## config.mk

```make
export PLATFORM = sky130hd
export DESIGN_NAME = acc_round_store
export DESIGN_NICKNAME = d
export VERILOG_FILES = /design/src/rtl/acc_rs_pkg.sv /design/src/rtl/acc_rnd_core.sv /design/src/rtl/acc_sat_clamp.sv /design/src/rtl/acc_wb_ptr.sv /design/src/rtl/acc_round_store.sv
export SDC_FILE = /design/constraint.sdc
export NUM_CORES = 1
export LEC_CHECK = 0
export ABC_AREA = 1
export BUFFER_PORTS_ARGS = -buffer_cell sky130_fd_sc_hd__buf_2
export CAP_MARGIN = 20
export CORE_MARGIN = 2
export CORE_UTILIZATION = 55
export CTS_CLUSTER_SIZE = 12
export DETAILED_ROUTE_END_ITERATION = 7
export PLACE_DENSITY = 0.87
export SETUP_SLACK_MARGIN = 0.3
export SLEW_MARGIN = 20
export SYNTH_ARGS = -nofsm -noshare
export SYNTH_HDL_FRONTEND = slang
export SYNTH_SLANG_ARGS = --single-unit
```

## constraint.sdc

```tcl
create_clock -name clk_i -period 3.8 [get_ports clk_i]
set_input_delay 0.38 -clock clk_i [delete_from_list [all_inputs] [get_ports clk_i]]
set_output_delay 0.38 -clock clk_i [all_outputs]
set_load 0.01 [all_outputs]
```

## src/rtl/acc_rs_pkg.sv

```systemverilog
package acc_rs_pkg;
  typedef enum logic {
    RND_BIASED    = 1'b0,
    RND_UNBIASED  = 1'b1
  } rnd_mode_e;

  typedef enum logic [1:0] {
    OP_STORE   = 2'd0,
    OP_WB_IND  = 2'd1,
    OP_WB_DIR  = 2'd2
  } op_kind_e;
endpackage

```

## src/rtl/acc_rnd_core.sv

```systemverilog
module acc_rnd_core #(
  parameter int ACC_W  = 40,
  parameter int FRAC_W = 16,
  localparam int UP_W  = ACC_W - FRAC_W,
  localparam int SUM_W = UP_W + 1
) (
  input  logic [ACC_W-1:0] acc_i,
  input  logic             rnd_i,
  input  logic             mode_i,
  output logic [SUM_W-1:0] val_o
);
  import acc_rs_pkg::*;

  logic half, below_rest, lsb, inc;

  assign half       = acc_i[FRAC_W-1];
  assign below_rest = |acc_i[FRAC_W-2:0];
  assign lsb        = acc_i[FRAC_W];

  always_comb begin
    inc = 1'b0;
    if (rnd_i) begin
      if (mode_i == RND_UNBIASED) inc = half & (below_rest | lsb);
      else                        inc = half;
    end
  end

  // one extra bit keeps the carry out of the top
  assign val_o = {acc_i[ACC_W-1], acc_i[ACC_W-1:FRAC_W]} + SUM_W'(inc);
endmodule

```

## src/rtl/acc_sat_clamp.sv

```systemverilog
module acc_sat_clamp #(
  parameter int IN_W   = 25,
  parameter int DATA_W = 16,
  localparam int TOP_W = IN_W - DATA_W + 1
) (
  input  logic [IN_W-1:0]   val_i,
  input  logic              sat_en_i,
  output logic              ovf_o,
  output logic [DATA_W-1:0] word_o
);
  logic [TOP_W-1:0] top;

  assign top   = val_i[IN_W-1:DATA_W-1];
  assign ovf_o = !((top == '0) || (top == '1));

  always_comb begin
    word_o = val_i[DATA_W-1:0];
    if (sat_en_i && ovf_o)
      word_o = val_i[IN_W-1] ? {1'b1, {(DATA_W-1){1'b0}}} : {1'b0, {(DATA_W-1){1'b1}}};
  end
endmodule

```

## src/rtl/acc_wb_ptr.sv

```systemverilog
module acc_wb_ptr #(
  parameter int ADDR_W = 16,
  parameter int DATA_W = 16,
  parameter int STEP   = 2
) (
  input  logic              clk_i,
  input  logic              rst_ni,
  input  logic              req_i,
  input  logic [1:0]        op_i,
  input  logic [DATA_W-1:0] word_i,
  input  logic              load_i,
  input  logic [ADDR_W-1:0] load_val_i,
  output logic [ADDR_W-1:0] ptr_o
);
  import acc_rs_pkg::*;

  always_ff @(posedge clk_i or negedge rst_ni) begin
    if (!rst_ni) begin
      ptr_o <= '0;
    end else if (req_i) begin
      if (op_i == OP_WB_IND)      ptr_o <= ptr_o + ADDR_W'(STEP);
      else if (op_i == OP_WB_DIR) ptr_o <= ADDR_W'(word_i);
    end else if (load_i) begin
      ptr_o <= load_val_i;
    end
  end


  ptr_step_chk: assert property (@(posedge clk_i) disable iff (!rst_ni)
    (req_i && op_i == OP_WB_IND) |=> ptr_o == $past(ptr_o) + ADDR_W'(STEP));


  ptr_load_ignored_chk: assert property (@(posedge clk_i) disable iff (!rst_ni)
    (req_i && op_i == OP_STORE) |=> $stable(ptr_o));
endmodule

```

## src/rtl/acc_round_store.sv

```systemverilog
module acc_round_store #(
  parameter int ACC_W  = 40,
  parameter int DATA_W = 16,
  parameter int FRAC_W = 16,
  parameter int ADDR_W = 16,
  localparam int SUM_W = ACC_W - FRAC_W + 1
) (
  input  logic              clk_i,
  input  logic              rst_ni,
  input  logic              req_i,
  input  logic [ACC_W-1:0]  acc_i,
  input  logic              rnd_en_i,
  input  logic              rnd_mode_i,
  input  logic              sat_en_i,
  input  logic              wb_i,
  input  logic              wb_direct_i,
  input  logic [ADDR_W-1:0] addr_i,
  input  logic              ptr_load_i,
  input  logic [ADDR_W-1:0] ptr_val_i,
  output logic              we_o,
  output logic [DATA_W-1:0] wdata_o,
  output logic [ADDR_W-1:0] waddr_o,
  output logic [ADDR_W-1:0] ptr_o
);
  import acc_rs_pkg::*;

  logic [SUM_W-1:0]  rnd_val;
  logic [DATA_W-1:0] sat_word;
  logic              ovf;
  logic [1:0]        op;
  logic              mem_wr;

  always_comb begin
    if (!wb_i)            op = OP_STORE;
    else if (wb_direct_i) op = OP_WB_DIR;
    else                  op = OP_WB_IND;
  end

  assign mem_wr = req_i && (op != OP_WB_DIR);

  acc_rnd_core #(.ACC_W(ACC_W), .FRAC_W(FRAC_W)) u_rnd (
    .acc_i (acc_i),
    .rnd_i (rnd_en_i | wb_i),
    .mode_i(rnd_mode_i),
    .val_o (rnd_val)
  );

  acc_sat_clamp #(.IN_W(SUM_W), .DATA_W(DATA_W)) u_sat (
    .val_i   (rnd_val),
    .sat_en_i(sat_en_i),
    .ovf_o   (ovf),
    .word_o  (sat_word)
  );

  acc_wb_ptr #(.ADDR_W(ADDR_W), .DATA_W(DATA_W), .STEP(2)) u_ptr (
    .clk_i     (clk_i),
    .rst_ni    (rst_ni),
    .req_i     (req_i),
    .op_i      (op),
    .word_i    (sat_word),
    .load_i    (ptr_load_i),
    .load_val_i(ptr_val_i),
    .ptr_o     (ptr_o)
  );

  always_ff @(posedge clk_i or negedge rst_ni) begin
    if (!rst_ni) begin
      we_o    <= 1'b0;
      wdata_o <= '0;
      waddr_o <= '0;
    end else begin
      we_o <= mem_wr;
      if (mem_wr) begin
        wdata_o <= sat_word;
        waddr_o <= (op == OP_WB_IND) ? ptr_o : addr_i;
      end
    end
  end


  strobe_src_chk: assert property (@(posedge clk_i) disable iff (!rst_ni)
    !(req_i && !(wb_i && wb_direct_i)) |=> !we_o);


  direct_no_strobe_chk: assert property (@(posedge clk_i) disable iff (!rst_ni)
    (req_i && wb_i && wb_direct_i) |=> (!we_o && $stable(wdata_o) && $stable(waddr_o)));


  ind_addr_chk: assert property (@(posedge clk_i) disable iff (!rst_ni)
    (req_i && wb_i && !wb_direct_i) |=> (we_o && waddr_o == $past(ptr_o)));


  sat_clamp_chk: assert property (@(posedge clk_i) disable iff (!rst_ni)
    (sat_en_i && ovf) |-> (sat_word == {1'b0, {(DATA_W-1){1'b1}}} ||
                           sat_word == {1'b1, {(DATA_W-1){1'b0}}}));


  trunc_chk: assert property (@(posedge clk_i) disable iff (!rst_ni)
    (req_i && !rnd_en_i && !wb_i && !sat_en_i) |=> wdata_o == $past(acc_i[FRAC_W+DATA_W-1:FRAC_W]));
endmodule

```

**After elaboration in Yosys (flattened, before gate mapping)**

Cells that the tools add are included.

- Reduce and logical (&&, ||, !) cells: 8
- Equal/unequal tests: 5
- Multiplexer cells: 11
- Bitwise logic cells: 3
- Add/sub/neg operators: 2

Operator list:

| cell | number |
|---|---|
| $mux 16 | 7 |
| $add 24x2->25 | 1 |
| $add 16x2->16 const B | 1 |
| $reduce_or 15->1 | 1 |
| $eq 10x10->1 const B | 1 |
| $logic_not 10->1 | 1 |
| $mux 2 | 2 |
| $ne 3x1->1 const B | 1 |
| $eq 2x1->1 const B | 1 |
| $eq 2x2->1 const B | 1 |
| $logic_and 1x1->1 | 2 |
| $mux 1 | 2 |
| $ne 2x2->1 const B | 1 |
| $or 1x1->1 | 2 |
| $reduce_and 2->1 | 1 |
| $reduce_bool 2->1 | 1 |
| $and 1x1->1 | 1 |
| $logic_not 1->1 | 1 |
| $logic_or 1x1->1 | 1 |

- Logic and storage cells: 33
- Output and inout port bits: 49
- Bits in registers: 49
- Input port bits: 81

**Logic depth before layout (Yosys ltp)**

Gate-level depths: netlist of run 1.

- Word-level depth: 14
- Mapped depth: 26
- Depth with buffers taken out: 26

**By module**

A second synthesis of run 1 with hierarchy kept.

- Cell total of the unflattened synthesis: 631
- Area, all modules: 3,976.3 µm²

By module, submodules not included:

| module | seq. area each (µm²) | area each (µm²) | instances | cells each |
|---|---|---|---|---|
| acc_round_store | 825.8 | 1,645.3 | 1 | 211 |
| acc_wb_ptr | 400.4 | 1,306.3 | 1 | 208 |
| acc_rnd_core | 0.0 | 739.5 | 1 | 155 |
| acc_sat_clamp | 0.0 | 285.3 | 1 | 57 |

**Worst setup path before layout of run 1**

OpenSTA, ideal clock, no wires.

- Path type: input to register
- Start point: input acc_i[1]
- End point: register u_ptr.ptr_o[0]
- Path slack: 1.069 ns
- Library setup time: 0.073 ns
- Arrival: 2.658 ns
- Stages: 22
- Data required time: 3.727 ns
- Path buffers: 1
- Cell sequence: nor4_1 > nand4_1 > nor2_1 > a21boi_0 > o21ai_0 > inv_1 > ha_1 > ha_1 > nand2_2 > nor2_8 > nand2_4 > inv_1 > a21oi_1 > inv_1 > nor2_1 > nand2_1 > nand3_4 > buf_12 > nand2_4 > nand2_1 > nand3_2 > a21oi_2

- Cells in the longest elaborated chain, start to end: 14
- Elaborated cells between the ends (all ways): 16
- Classes of those cells: 1 x add/sub; 1 x eq/ne; 7 x mux; 2 x bitwise; 5 x reduce/logical

Ends and longest elaborated chain:

| what | line | RTL |
|---|---|---|
| start: declaration | acc_round_store.sv:11 | `input logic [ACC_W-1:0] acc_i,` |
| $reduce_or 15->1 * | acc_rnd_core.sv:17 | `assign below_rest = \|acc_i[FRAC_W-2:0];` |
| $or 1x1->1 * | acc_rnd_core.sv:23 | `if (mode_i == RND_UNBIASED) inc = half & (below_rest \| lsb);` |
| $and 1x1->1 * | acc_rnd_core.sv:23 |  |
| $mux 1 * | acc_rnd_core.sv:23 |  |
| $mux 1 * | acc_rnd_core.sv:22 | `if (rnd_i) begin` |
| $add 24x2->25 * | acc_rnd_core.sv:29 | `assign val_o = {acc_i[ACC_W-1], acc_i[ACC_W-1:FRAC_W]} + SUM_W'(inc);` |
| $eq 10x10->1 / $logic_not 10->1 (equally long branches) | acc_sat_clamp.sv:14 | `assign ovf_o = !((top == '0) \|\| (top == '1));` |
| $logic_or 1x1->1 | acc_sat_clamp.sv:14 |  |
| $logic_not 1->1 | acc_sat_clamp.sv:14 |  |
| $logic_and 1x1->1 | acc_sat_clamp.sv:18 | `if (sat_en_i && ovf_o)` |
| $mux 16 * | acc_sat_clamp.sv:18 |  |
| $mux 16 * | acc_wb_ptr.sv:22 | `else if (op_i == OP_WB_DIR) ptr_o <= ADDR_W'(word_i);` |
| $mux 16 * | acc_wb_ptr.sv:21 | `if (op_i == OP_WB_IND) ptr_o <= ptr_o + ADDR_W'(STEP);` |
| $mux 16 * | acc_wb_ptr.sv:20 | `end else if (req_i) begin` |
| end signal: assignment | acc_wb_ptr.sv:21 |  |
| end signal: assignment | acc_wb_ptr.sv:22 |  |
| end signal: assignment | acc_wb_ptr.sv:24 | `ptr_o <= load_val_i;` |
| end: declaration | acc_wb_ptr.sv:13 | `output logic [ADDR_W-1:0] ptr_o` |

Mark *: on every way between the ends. The rest lies on a longest branch, timed or not. The select of a mux whose other input is x is not followed.
A chain may end at the register's enable or synchronous reset.

**Worst setup path in the final report of run 1**

- Start point: input acc_i[1]
- End point: register u_ptr.ptr_o[14]

Same word-level chain as after synthesis.

==> results of run 1 <==
[layout make-up]
class	count	share of cell area
clock buffer	6	0.0164
clock inverter	2	0.00226
inverter	38	0.0322
multi-input combinational	416	0.493
sequential	49	0.277
tap	77	0.0218
timing repair buffer	135	0.157
[cells in the final DEF (no fill, tap or decap), types with 3 or more instances in the layout]
master    synthesis  routed
buf_4             1       6
xor2_1           14      14
a21oi_1          19      18
nor2_1           87      87
o21ai_0          38      37
inv_1            33      33
nand2_1         134     134
clkinv_1          3       3
nand2_4           4       4
ha_1              3       3
a31oi_1          18      18
buf_2             5     128
xnor2_1           9       9
nor2_2            4       4
nor3_1            3       3
nand3_1          20      20
nand3_2           8       8
nor4_1            3       3
nand4_1          12      12
nand2_2          16      16
a21oi_2          10      10
nor2_4            5       5
clkbuf_8          0       5
dfrtp_1          49      49
[Yosys cell counts (4+ instances only)]
cell type	n	area, µm²
xnor2_1	9	78.8
xor2_1	14	123
inv_1	33	124
buf_2	5	25.0
nand2_4	4	45.0
o21ai_0	38	190
dfrtp_1	49	1230
nor2_4	5	56.3
a21oi_1	19	95.1
nand3_2	8	80.1
clkbuf_1	14	52.6
nand2_1	134	503
nand2_2	16	100
a21oi_2	10	87.6
a31oi_1	18	113
nor2_1	87	327
nor2_2	4	25.0
nand4_1	12	75.1
nand3_1	20	100
[registers in the layout, indices dropped and copies added (netlist names)]
| register | flops |
|---|---|
| u_ptr.ptr_o | 16 |
| waddr_o | 16 |
| wdata_o | 16 |
| we_o | 1 |
[routing by layer]
layer | track usage | vias to the layer above
met5 | 0 | -
met4 | 0.124 | 0
met2 | 0.484 | 173
met3 | 0.0340 | 38
li1 | - | 1953
met1 | 0.377 | 1795
[final timing paths]
check	start	endpoint	slack, ns	cells past startpoint
max	acc_i[1]	u_ptr.ptr_o[14]	0.83	26
max in group asynchronous	rst_ni	u_ptr.ptr_o[12]	3.29	1
max reg2reg	u_ptr.ptr_o[3]	u_ptr.ptr_o[14]	1.65	10
min	rst_ni	wdata_o[5]	0.08	1
min in group clk_i	addr_i[9]	waddr_o[9]	0.31	3
min reg2reg	waddr_o[7]	waddr_o[7]	0.49	2
[metrics by stage]
stage	instance area, µm²	setup WS [ns]
6_report	4430	0.831
5_1_grt	4430	0.478
4_1_cts	4410	0.811
3_5_place_dp	4330	0.490
3_3_place_gp	4330	0.689
2_1_floorplan	3650	1.07
[report_power, final]
part	switching (µW)	total, µW	internal (µW)	leakage [µW]
sequential	72.3	667	594	0.000571
clock	177	305	128	0.0000450
combinational	268	449	181	0.00167
[cell families (layout without fill, tap and decap cells)]
| family | count (synthesis) | count (layout) | synth area share |
|---|---|---|---|
| compound gates | 88 | 88 | 0.139 |
| xor+xnor | 23 | 23 | 0.0552 |
| buf+inv | 60 | 181 | 0.0689 |
| simple gates | 302 | 302 | 0.390 |
| fa+ha+maj | 3 | 3 | 0.0103 |
| flops | 49 | 49 | 0.336 |
==> metrics.md, run 1 <==
| Metric | Value |
|---|---|
| Drt drc | `0` |
| Syn nets | `609` |
| Register area share after synthesis | `0.336` |
| Die area | `7300 µm²` |
| Max-slew violation count | `0` |
| Slew HR | `0.549` |
| Reg area | `1230 µm²` |
| Htree depth | `2` |
| Largest net degree at the start of global routing | `51` |
| Setup Viol. Count Final | `0` |
| CP arrival | `3.17 ns` |
| Met2 wire length | `5070 µm` |
| Syn Std Cell Area | `3650 µm²` |
| Max Used Layer | `met4` |
| # diodes | `0` |
| MaxCap Viol Count | `0` |
| Metal3 WL | `733 µm` |
| Post-synth ARST share | `1.00` |
| Layout area overhead | `21.3%` |
| Worst-path maximum fanout | `30` |
| Die Wd | `85.4 µm` |
| Fill cell count | `580` |
| CTS tree | `done` |
| Hold Buf Count CTS | `0` |
| Area occupied by multi-input gates | `2180 µm²` |
| Status | `complete, no violations` |
| CP dominant cell by count | `nand2_1` |
| Vias in the first global route | `3,793` |
| Pwr Density | `321 nW/µm²` |
| Post-CTS Resized | `0` |
| IO buf count | `129` |
| Slowest cell on the critical path | `buf_4` |
| Mean Syn Cell Area | `6.95 µm²` |
| DR vias | `3,959` |
| Leakage | `0.00229 µW` |
| CP Capture Type | `flip-flop` |
| Setup Fix Bufs, Post-CTS | `0` |
| CP bufs+invs | `3` |
| Clock Path Buffers | `2` |
| Post-synthesis cell type count | `35` |
| Hold/Removal Path Class | `in -> async` |
| Final setup TNS | `0 ns` |
| Initial antenna violation count | `0` |
| Reg clk slew, reported paths | `0.09 ns` |
| Clock Latency Late Sink | `0.31 ns` |
| Total GRT Usage | `0.289` |
| Number of top-level pins | `130` |
| Tightest Pin Transition | `0.676 ns` |
| Synth warnings | `0` |
| Final total power | `1420 µW` |
| Cells after DPL | `714` |
| Die Span Y | `85.4 µm` |
| DRT Pass-1 Iters | `5` |
| Antenna Violating Nets Remaining | `0` |
| Vias per cell | `5.48` |
| Clk_skew | `0.0105 ns` |
| First-pass GRT wire length | `17,100 µm` |
| Delay-heaviest family, CP | `simple AND/OR/NAND/NOR gates` |
| Synth Instances | `525` |
| Main synth FF type | `dfrtp_1` |
| Post-synth EDFFs | `0` |
| Fin. Hold Viols | `0` |
| Clock period minus final worst setup slack | `2.97 ns` |
| Placeable Area | `6390 µm²` |
| CP Class | `in -> reg` |
| WHS | `0.0830 ns` |
| Nets | `729` |
| CTS buffer count | `5` |
| Peak VDD IR | `239 µV` |
| Routed len/inst | `14.3 µm` |
| RSZ-0062 raised after global routing | `no` |
| Initial DRC Count | `304` |
| Synth Register Bits | `49` |
| Grt ovf | `0` |
| Starting Density | `0.571` |
| M1 WL | `4190 µm` |
| Gpl congestion | `0.900` |
| Worst Path Required | `4.00 ns` |
| F_max | `337 MHz` |
| Cell chosen for the clock root | `clkbuf_8` |
| Share of cells above drive strength 1 | `0.303` |
| Num rows | `29` |
| Fin cells | `723` |
| Sink Count | `49` |
| Routed WL | `10,400 µm` |
| Hpwl dp | `7880 µm` |
| Crit start category | `input pin` |
| Period utilization | `0.781` |
| Final Util | `0.693` |
| Max stage delay on crit path | `0.32 ns` |
No activity file was read; power rests on OpenSTA's default activity.
==> run 2, diff against run 1 <==
Settings changed: CORE_UTILIZATION 55 to 46, PLACE_DENSITY 0.87 to 0.78.
Clock period 3.8 ns to 2.7 ns, I/O delays scaled along.
==> run 2 against run 1 <==
Compared with the run above: the flow now finishes with violations (hold timing); largest power group unchanged; clock skew up 0.0025 ns; critical path depth up 1; non-clock buffer count up 27; via count up 2.5%; clock power up 68%; routed wire length up 9.0%; core utilization down 4.1 points; worst hold slack worse by 0.10 ns; total power up 52%; largest cell class unchanged.
==> metrics.md, run 2 (synthesis gave the netlist of run 1 again) <==
| Metric | Value |
|---|---|
| Status | `finished, violations left` |
| Failing checks | `hold timing` |
| Fin. Hold Viols | `48` |
| Total GRT Usage | `0.251` |
| R2r worst-path depth | `10` |
| Clock Latency Late Sink | `0.31 ns` |
| Final total power | `2160 µW` |
| Placed inst area | `4580 µm²` |
| Sequential fraction of design power | `0.433` |
| Biggest regs | `u_ptr.ptr_o: 16 flops, waddr_o: 16 flops, wdata_o: 16 flops` |
| Routed WL | `11,300 µm` |
| Fill cell count | `693` |
| Starting Density | `0.475` |
| Worst Path Required | `2.94 ns` |
| Hpwl dp | `8150 µm` |
| Routed len/inst | `14.6 µm` |
| CTS tree | `done` |
| Pwr Density | `431 nW/µm²` |
| Reg2reg setup slack | `0.63 ns` |
| Clk_skew | `0.0130 ns` |
| Sink Count | `49` |
| Final worst setup slack | `0.121 ns` |
| Die Wd | `93.1 µm` |
| Grt ovf | `0` |
| Share of cells above drive strength 1 | `0.379` |
| Final Util | `0.652` |
| DR vias | `4,059` |
| Period utilization | `0.955` |
| Worst-path maximum fanout | `8` |
| Num rows | `32` |
| Die area | `8660 µm²` |
| Commonest cells after routing, fill and taps aside | `buf_2, nand2_1, nor2_1` |
| F_max | `388 MHz` |
| Max-slew violation count | `0` |
| Initial DRC Count | `221` |
| MaxCap Viol Count | `0` |
| Share of power burned in combinational logic | `0.330` |
| WHS | `-0.0178 ns` |
| First-pass GRT wire length | `17,600 µm` |
| Drt drc | `0` |
| Gpl congestion | `0.894` |
| Cell chosen for the clock root | `clkbuf_8` |
| Reg clk slew, reported paths | `0.09 ns` |
| Cell internal pwr | `1410 µW` |
| Commonest non-fill, non-tap cell in the layout | `buf_2` |
| Worst flop-to-flop path endpoint | `u_ptr.ptr_o[14]` |
| Placeable Area | `7690 µm²` |
| CP Capture Type | `flip-flop` |
| DRT Pass-1 Iters | `6` |
| Die Span Y | `93.1 µm` |
| Clock period minus final worst setup slack | `2.58 ns` |
| Antenna Violating Nets Remaining | `0` |
| Number of top-level pins | `130` |
| Clock Path Buffers | `2` |
| CTS buffer count | `5` |
| Hold Buf Count CTS | `0` |
| Largest net degree at the start of global routing | `51` |
| Clk pwr share | `0.237` |
| Leakage | `0.00253 µW` |
| CP Class | `in -> reg` |
| Final instance area | `5010 µm²` |
| CP arrival | `2.82 ns` |
| Reg2reg start | `u_ptr.ptr_o[3]` |
| Sw Pwr | `752 µW` |
| Peak VDD IR | `229 µV` |
| Layout area overhead | `37.4%` |
| Vias in the first global route | `3,800` |
| Tightest Pin Transition | `0.632 ns` |
| # diodes | `0` |
| Nets | `757` |
| Hold/Removal Path Class | `in -> async` |
| Slew HR | `0.579` |
| Vias per cell | `5.24` |
| Setup Viol. Count Final | `0` |
| Htree depth | `2` |
| IO buf count | `129` |
| Switching share of power | `0.348` |
| Crit start category | `input pin` |
| Initial antenna violation count | `0` |
| Place WS | `-0.195 ns` |
| RSZ-0062 raised after global routing | `yes` |
[run 2: worst max path at each step]
stage,startpoint,to,depth (start not counted)
after floorplan,acc_i[9],u_ptr.ptr_o[2],24
after global placement,acc_i[9],u_ptr.ptr_o[13],26
after detailed placement,acc_i[1],u_ptr.ptr_o[13],27
after CTS,acc_i[1],u_ptr.ptr_o[13],27
after global routing,acc_i[2],u_ptr.ptr_o[13],26
final,acc_i[2],u_ptr.ptr_o[13],27
[run 2: cell type report]
class,instances,area [µm²],share of cell area
clock buffers,5,68.8,0.0137
clock inverters,2,35.0,0.00699
inverters,38,143,0.0284
multi-input cells,417,2400,0.478
flip-flops and latches,49,1230,0.245
well taps,102,128,0.0254
repair buffers,162,1020,0.203
[run 2: routing by layer]
layer  vias up  part of all wire  GRT usage
li1       2008                 -          -
met1      1885              0.42      0.313
met2       150              0.50      0.452
met3        16             0.064     0.0355
met4         0             0.016     0.0723
met5         -                 0          0
[run 2: repair_timing]
item / in CTS / in global routing
resized for setup: 13 / 26
endpoints found under the hold margin: 0 / 0
gates cloned: 3 / 0
buffers inserted: 4 / 4
setup endpoints to repair: 30 / 32
pin swaps: 7 / 20
[run 2: stage by stage]
stage / TNS, ns / std cells
floorplan: 0 / 525
global placement: -1.16 / 757
detailed placement: -3.07 / 757
CTS: 0 / 771
global route: -1.55 / 775
finish: 0 / 775
[run 2: power by group through the flow]
stage / Combinational (µW) / Sequential, µW / Clock, µW
4_1_cts: 684 / 932 / 520
6_report: 713 / 935 / 513
5_1_grt: 786 / 947 / 549
2_1_floorplan: 326 / 979 / 0
3_3_place_gp: 637 / 943 / 0
3_5_place_dp: 653 / 946 / 0
[run 2: worst max-delay path, cell delays in order]
cell	delay (ns)
buf_6	0.10
nor4_4	0.25
nand4_1	0.11
nor2_1	0.11
a21boi_1	0.06
o21ai_1	0.07
inv_1	0.08
ha_4	0.17
ha_4	0.16
nand2_4	0.07
nor2_8	0.05
nand2_4	0.10
nor2_4	0.05
nand2_1	0.06
nand2_1	0.06
nand2_2	0.07
nand2_2	0.06
nor2_4	0.13
nand3_4	0.10
buf_12	0.15
nand3_4	0.15
nand2_2	0.09
nand2_2	0.08
nand2_2	0.05
nand2_1	0.06
nand2_1	0.05
nand2_1	0.06
